==> src/rtl/narrow_pkg.sv <==
package narrow_pkg;

    typedef enum logic [1:0] {
        NM_TRUNC = 2'd0,
        NM_SSAT  = 2'd1,
        NM_USAT  = 2'd2,
        NM_BAD   = 2'd3
    } narrow_mode_e;

    localparam logic [7:0] OPC_TRUNC = 8'h35;
    localparam logic [7:0] OPC_SSAT  = 8'h25;
    localparam logic [7:0] OPC_USAT  = 8'h15;
    localparam logic [3:0] RESV_OK   = 4'hF;

    typedef struct packed {
        narrow_mode_e mode;
        logic         legal;
    } narrow_cmd_t;

    function automatic narrow_mode_e opc_to_mode(input logic [7:0] opc);
        case (opc)
            OPC_TRUNC: return NM_TRUNC;
            OPC_SSAT:  return NM_SSAT;
            OPC_USAT:  return NM_USAT;
            default:   return NM_BAD;
        endcase
    endfunction

    // Lane count for a length code: 2, 4, 8 or 16.
    function automatic int unsigned len_to_lanes(input logic [1:0] code);
        return 32'd2 << code;
    endfunction

endpackage

==> src/rtl/narrow_decode.sv <==
module narrow_decode
    import narrow_pkg::*;
#(
    parameter int unsigned MAX_LANES = 8
) (
    input  logic [7:0]           opcode,
    input  logic [3:0]           resv_field,
    input  logic [1:0]           len_code,
    output narrow_cmd_t          cmd,
    output logic [MAX_LANES-1:0] lane_in_range
);

    int unsigned lane_cnt;

    always_comb begin
        lane_cnt  = len_to_lanes(len_code);
        cmd.mode  = opc_to_mode(opcode);
        cmd.legal = (resv_field == RESV_OK) && (cmd.mode != NM_BAD)
                    && (lane_cnt <= MAX_LANES);
        for (int unsigned j = 0; j < MAX_LANES; j++) begin
            lane_in_range[j] = (j < lane_cnt);
        end
    end

endmodule

==> src/rtl/narrow_lane.sv <==
module narrow_lane
    import narrow_pkg::*;
#(
    parameter int unsigned SRC_W = 64,
    parameter int unsigned DST_W = 32
) (
    input  narrow_mode_e     mode,
    input  logic [SRC_W-1:0] src,
    input  logic [DST_W-1:0] prev,
    input  logic             legal,
    input  logic             in_range,
    input  logic             active,
    input  logic             mem_dst,
    input  logic             zero_sel,
    output logic [DST_W-1:0] res,
    output logic             we
);

    localparam int unsigned HI_W = SRC_W - DST_W + 1;
    localparam logic [DST_W-1:0] POS_MAX = {1'b0, {(DST_W-1){1'b1}}};
    localparam logic [DST_W-1:0] NEG_MIN = {1'b1, {(DST_W-1){1'b0}}};

    logic [HI_W-1:0]  sign_span;
    logic             fits_signed;
    logic             fits_unsigned;
    logic [DST_W-1:0] conv;

    // Converter: the bits from the kept sign bit upward must all match for
    // a signed fit; every bit above the kept half must be 0 for an unsigned fit.
    always_comb begin
        sign_span     = src[SRC_W-1:DST_W-1];
        fits_signed   = (sign_span == '0) || (sign_span == '1);
        fits_unsigned = (src[SRC_W-1:DST_W] == '0);
        case (mode)
            NM_TRUNC: conv = src[DST_W-1:0];
            NM_SSAT:  conv = fits_signed ? src[DST_W-1:0]
                                         : (src[SRC_W-1] ? NEG_MIN : POS_MAX);
            NM_USAT:  conv = fits_unsigned ? src[DST_W-1:0] : '1;
            default:  conv = '0;
        endcase
    end

    // Mask and destination policy.
    always_comb begin
        if (!legal || !in_range) begin
            res = '0;
        end else if (active) begin
            res = conv;
        end else if (mem_dst || !zero_sel) begin
            res = prev;
        end else begin
            res = '0;
        end
        we = legal && in_range && active && mem_dst;
    end

endmodule

==> src/rtl/lane_narrow_unit.sv <==
module lane_narrow_unit
    import narrow_pkg::*;
#(
    parameter int unsigned MAX_VL = 512,
    parameter int unsigned SRC_W  = 64,
    parameter int unsigned DST_W  = 32
) (
    input  logic                        clk,
    input  logic                        rst,
    input  logic                        in_valid,
    input  logic [7:0]                  opcode,
    input  logic [3:0]                  resv_field,
    input  logic [1:0]                  len_code,
    input  logic [MAX_VL-1:0]           src_vec,
    input  logic [MAX_VL/SRC_W-1:0]     lane_mask,
    input  logic                        mask_en,
    input  logic                        zero_sel,
    input  logic                        mem_dst,
    input  logic [MAX_VL-1:0]           prev_dst,
    output logic                        out_valid,
    output logic [MAX_VL-1:0]           result,
    output logic [MAX_VL/SRC_W-1:0]     lane_we,
    output logic                        illegal
);

    localparam int unsigned MAX_LANES = MAX_VL / SRC_W;

    narrow_cmd_t            cmd;
    logic [MAX_LANES-1:0]   lane_in_range;
    logic [MAX_LANES-1:0]   lane_active;
    logic [MAX_LANES-1:0]   we_nxt;
    logic [DST_W-1:0]       lane_res [MAX_LANES];
    logic [MAX_VL-1:0]      result_nxt;

    narrow_decode #(.MAX_LANES(MAX_LANES)) u_decode (
        .opcode        (opcode),
        .resv_field    (resv_field),
        .len_code      (len_code),
        .cmd           (cmd),
        .lane_in_range (lane_in_range)
    );

    assign lane_active = mask_en ? lane_mask : '1;

    for (genvar j = 0; j < MAX_LANES; j++) begin : g_lane
        narrow_lane #(.SRC_W(SRC_W), .DST_W(DST_W)) u_lane (
            .mode     (cmd.mode),
            .src      (src_vec[j*SRC_W +: SRC_W]),
            .prev     (prev_dst[j*DST_W +: DST_W]),
            .legal    (cmd.legal),
            .in_range (lane_in_range[j]),
            .active   (lane_active[j]),
            .mem_dst  (mem_dst),
            .zero_sel (zero_sel),
            .res      (lane_res[j]),
            .we       (we_nxt[j])
        );
    end

    // Pack from the least-significant word; the upper half stays zero.
    always_comb begin
        result_nxt = '0;
        for (int j = 0; j < int'(MAX_LANES); j++) begin
            result_nxt[j*DST_W +: DST_W] = lane_res[j];
        end
    end

    always_ff @(posedge clk) begin
        if (rst) begin
            out_valid <= 1'b0;
            result    <= '0;
            lane_we   <= '0;
            illegal   <= 1'b0;
        end else begin
            out_valid <= in_valid;
            if (in_valid) begin
                result  <= result_nxt;
                lane_we <= we_nxt;
                illegal <= !cmd.legal;
            end
        end
    end

endmodule

==> config.mk <==
export PLATFORM = sky130hd
export DESIGN_NAME = lane_narrow_unit
export DESIGN_NICKNAME = d
export VERILOG_FILES = /design/src/rtl/narrow_pkg.sv /design/src/rtl/narrow_decode.sv /design/src/rtl/narrow_lane.sv /design/src/rtl/lane_narrow_unit.sv
export SDC_FILE = /design/constraint.sdc
export NUM_CORES = 1
export LEC_CHECK = 0
export ABC_AREA = 1
export BUFFER_PORTS_ARGS = -buffer_cell sky130_fd_sc_hd__buf_2
export CORE_AREA = 2 2 614 616
export DETAILED_ROUTE_END_ITERATION = 10
export DIE_AREA = 0 0 616 618
export MAX_ROUTING_LAYER = met4
export SETUP_SLACK_MARGIN = 0.05
export SLEW_MARGIN = 10
export SYNTH_ARGS = -nofsm -noshare
export SYNTH_HDL_FRONTEND = slang
export SYNTH_HIERARCHICAL = 1
export SYNTH_SLANG_ARGS = --single-unit
==> constraint.sdc <==
create_clock -name clk -period 2.54 [get_ports clk]
set_input_delay 0.381 -clock clk [delete_from_list [all_inputs] [get_ports clk]]
set_output_delay 0.381 -clock clk [all_outputs]
set_load 0.05 [all_outputs]
# --- Word-level counts from Yosys, hierarchy flattened ---
# Cells that the tools add are included.
# Widths: inputs -> output; s select.
totals:
  register_bits: 266
  inputBits: 1052
op_classes:
  order_cmp: 9
  n_eq_ne: 15
  n_shift: 1
  muxes: 58
  n_reduce_logical: 70
ops:
  columns: ["cell", "count"]
  rows:
  - ["$mux 32", 48]
  - ["$pmux 32 s3", 8]
  - ["$eq 33x33->1 const B", 8]
  - ["$logic_not 33->1", 8]
  - ["$logic_not 32->1", 8]
  - ["$lt 3x32->1 const A", 4]
  - ["$lt 1x32->1 const A", 2]
  - ["$lt 2x32->1 const A", 2]
  - ["$le 32x4->1 const B", 1]
  - ["$shl 2x2->32 const A", 1]
  - ["$logic_and 1x1->1", 26]
  - ["$logic_or 1x1->1", 17]
  - ["$eq 8x6->1 const B", 2]
  - ["$logic_not 1->1", 10]
  - ["$eq 8x5->1 const B", 1]
  - ["$mux 8", 1]
  - ["$pmux 2 s3", 1]
  - ["$eq 4x4->1 const B", 1]
  - ["$eq 2x1->1 const B", 1]
  - ["$eq 2x2->1 const B", 1]
  - ["$logic_not 2->1", 1]
  - ["$ne 2x2->1 const B", 1]

# --- Longest topological paths before layout ---
logic_depth:
  ltp_word: 8
  ltp_mapped: 17

# --- Cells and area by module ---
# Netlist, hierarchy kept.
modules_own_cells:
  columns: ["module", "n_inst", "cells_each", "area_each_um2", "seq_area_each_um2"]
  rows:
  - ["narrow_lane", 8, 436, 1878.1, 0.0]
  - ["lane_narrow_unit", 1, 1955, 13076.3, 5325.1]
  - ["narrow_decode", 1, 23, 132.6, 0.0]

# --- Least setup slack after synthesis ---
# Ideal clock, no wire load.
synth_timing:
  kind: "input to register"
  from: "input port opcode[3]"
  to: "register result[2]"
  arrival_time_ns: 2.354
  slack_ns: 0.121
  path_stages: 16
  n_path_buf: 1
  path_cell_list: "inv_1 > nand2_1 > nor2_2 > nand3_1 > inv_1 > nand2_1 > nor2_2 > buf_6 > nor2_1 > nand3_1 > nand2_1 > inv_1 > inv_1 > nand2_1 > nand2_1 > nor2_1"
synth_rtl:
  columns: ["item", "line_no", "rtl"]
  rows:
  - ["start, declared", "lane_narrow_unit.sv:11", "input logic [7:0] opcode,"]
  - ["end signal, assigned", "lane_narrow_unit.sv:77", "result <= result_nxt;"]
  - ["end, declared", "lane_narrow_unit.sv:21", "output logic [MAX_VL-1:0] result,"]

==> results_dict.tcl <==
set metrics [dict create \
    routabilityCongestion 0.947 \
    io_buffers 1061 \
    ys_async_sr_fraction_pct 0 \
    ys_seq_area_share_pct 18.9 \
    period_needed_ps 2140 \
    timing.fmax_mhz 467 \
    tritoncts "yes" \
    die_h_um 618 \
    synthFlopType "dfxtp_1" \
    hold_path.class "in -> reg" \
    ctsHoldBuffers 1 \
    grt_use_met1_pct 12.4 \
    netlist_top_cells_area "nand2_1 21%, dfxtp_1 19%, nor2_1 17%, inv_1 11%, nand3_1 9.3%" \
    yosysTopAreaCell "nand2_1" \
    r2r_cells 2 \
    min_from "prev_dst[168]" \
    yosys-top-cells-count "1550 x nand2_1, 1299 x nor2_1, 861 x inv_1, 522 x nand3_1" \
    routed_wirelength_mm 216 \
    place_ws_ps -501 \
    rrSetupSlack_ps 1770 \
    post-place-cells 11500 \
    synth_cell_types 22 \
    maxSlewViolCount 0 \
    ios 1574 \
    setup_ws_ps 397 \
    clk_pin_slew_ps 60 \
    leakagePower_nw 21.7 \
    htreeDepth 2 \
    grt_remaining_overflow 0 \
    met3_usage_pct 2.93 \
    power.density_mw_per_mm2 381 \
    dieArea_mm2 0.381 \
    worst_slew_pin_slew_ps 958 \
    cap_violations 0 \
    cts.root.buffer_cell "clkbuf_16" \
    grt_max_degree 72 \
    grt_usage_pct 11.1 \
    synth_area_per_cell_um2 5.17 \
    nNetsFinal 7577 \
    wl_per_cell_um 18.4 \
    hold_violations 0 \
    synth_top_area_share_pct 20.6 \
    finalCritPeriodShare_pct 84.4 \
    cts_setup_buffers 0 \
    finalNonFillerCells 11700 \
    use_met2_pct 18.2 \
    status "finished clean" \
    worstPathRequired_ps 3190 \
    setup_viol 0 \
    start_util_pct 7.55 \
    skew_ps 0 \
    synthCells 5466 \
    vias 37200 \
    first_pass_iters 6 \
    cts_buffer_depth 3 \
    grt_busiest_layer "met2" \
    avgViaCountPerCell 3.17 \
    grt_pass1_wl_mm 278 \
    drt_iter0_markers 3171 \
    postRouteAntennaNets 0 \
    drive_gt1_share_pct 22.7 \
    criticalPathCategory "in -> reg" \
    cp.arrival_ps 2790 \
    drc 0 \
    synth.most_common_cell "nand2_1" \
    rsz0062_at_grt "false" \
    start_kind "input port" \
    holdPathStages 9 \
    synthesis.area_mm2 0.0282 \
    clock_latency_ps 640 \
    coreArea_mm2 0.374 \
    grt_pass1_vias 32200 \
    cts.sinks 266 \
    relSlewSlack_pct 36.0 \
    yosysWarnings 6 \
    worstReg2RegStart "result[195]" \
    ir_drop_uv 516 \
    crit_path_max_fanout 19 \
    endpoint_kind "flip-flop" \
    numCtsBuffers 43 \
    postCtsResizedCells 0 \
    dp_hpwl_mm 186 \
    area_delta_synth_final_pct 48.4 \
    n_fill_cell 44500 \
    synth_edf_count 0 \
    antenna_found_initial 175 \
    die_w_um 616 \
    hold_end "result[168]" \
    yosys_register_bits 266 \
    fp-row-count 225 \
    r2r_end "result[195]" \
]
-- stage by stage --
stage / util (%) / power (mW) / setup TNS [ps] / hold WS (ps) / area, µm²
floorplan: - / 7.83 / 0 / 452 / 29200
global placement: 10.7 / 9.39 / -13290 / 453 / 39900
detailed placement: 10.7 / 9.40 / -13880 / 459 / 39900
CTS: 11.1 / 16.4 / 0 / 41.0 / 41400
global route: 11.2 / 16.8 / 0 / 132 / 41800
finish: 11.2 / 16.0 / 0 / 159 / 41900
-- final cells by class --
class	instances	area [µm²]	share of cell area, %
clock buffers	53	1180	2.83
diodes	190	475	1.14
well taps	4994	6250	14.9
flip-flops and latches	266	5330	12.7
repair buffers	1326	8490	20.3
inverters	869	3270	7.81
multi-input cells	4019	16600	39.6
clock inverters	26	312	0.744
-- cell usage in the layout (no fill, tap or decap), types with 3 or more instances in the layout --
master      count
a21oi_1       264
buf_12         94
buf_2        1060
buf_4         170
bufinv_16       4
clkbuf_1        3
clkbuf_16      43
clkbuf_8        7
clkinv_1        4
clkinv_2        7
clkinvlp_4      5
conb_1        258
dfxtp_1       266
diode_2       190
inv_1         860
inv_2           4
inv_6           5
nand2_1      1537
nand2_2        29
nand3_1       520
nand3_2         8
nand4_1        41
nor2_1       1291
nor2_2         28
nor2_4          7
nor3_1          8
nor3b_2         8
o211ai_1        8
or2_1           8
-- registers in the layout (all words and copies together), names as in the netlist --
name	count
out_valid	1
result	256
illegal	1
lane_we	8
-- report_power, final --
part           total [mW]  leakage [nW]  internal, mW  switching [mW]
sequential           4.49          2.19          4.38           0.116
combinational        4.79          18.8          1.26            3.53
clock                6.68         0.725          3.76            2.92
-- metal layers --
metal	share of wire, %	up-vias
li1	-	18100
met3	8.4	364
met4	4.3	0
met1	39	16900
met5	0	-
met2	48	1836
-- kinds of logic (layout without fill, tap and decap cells) --
| kind of cell | count (synthesis) | after routing | share of synthesized area, % |
|---|---|---|---|
| flip-flops | 266 | 266 | 18.9 |
| other | 2 | 448 | 0.0266 |
| AO/OA/AOI/OAI | 273 | 273 | 4.94 |
| AND/OR/NAND/NOR | 3488 | 3488 | 50.0 |
| buffers and inverters | 1437 | 2274 | 26.2 |
-- critical path, stage by stage --
cell and delay (ps):
buf_2 110, nand2_1 110, buf_12 130, nand4_1 180
buf_4 230, nor2_2 180, buf_12 170, nand2_2 80
buf_12 170, a21oi_1 520, nand2_1 130, inv_1 80
inv_1 40, nand2_1 40, nand2_1 70, nor2_1 90
-- worst max path at each step --
stage	from	to	slack (ps)	cells past startpoint
2_1_floorplan	opcode[3]	result[2]	120	16
5_1_grt	len_code[1]	result[63]	200	16
4_1_cts	len_code[1]	result[63]	320	16
3_3_place_gp	len_code[1]	result[63]	-470	16
6_report	len_code[1]	result[63]	400	16
3_5_place_dp	len_code[1]	result[63]	-500	16
Power figures use the tool's default switching activity.
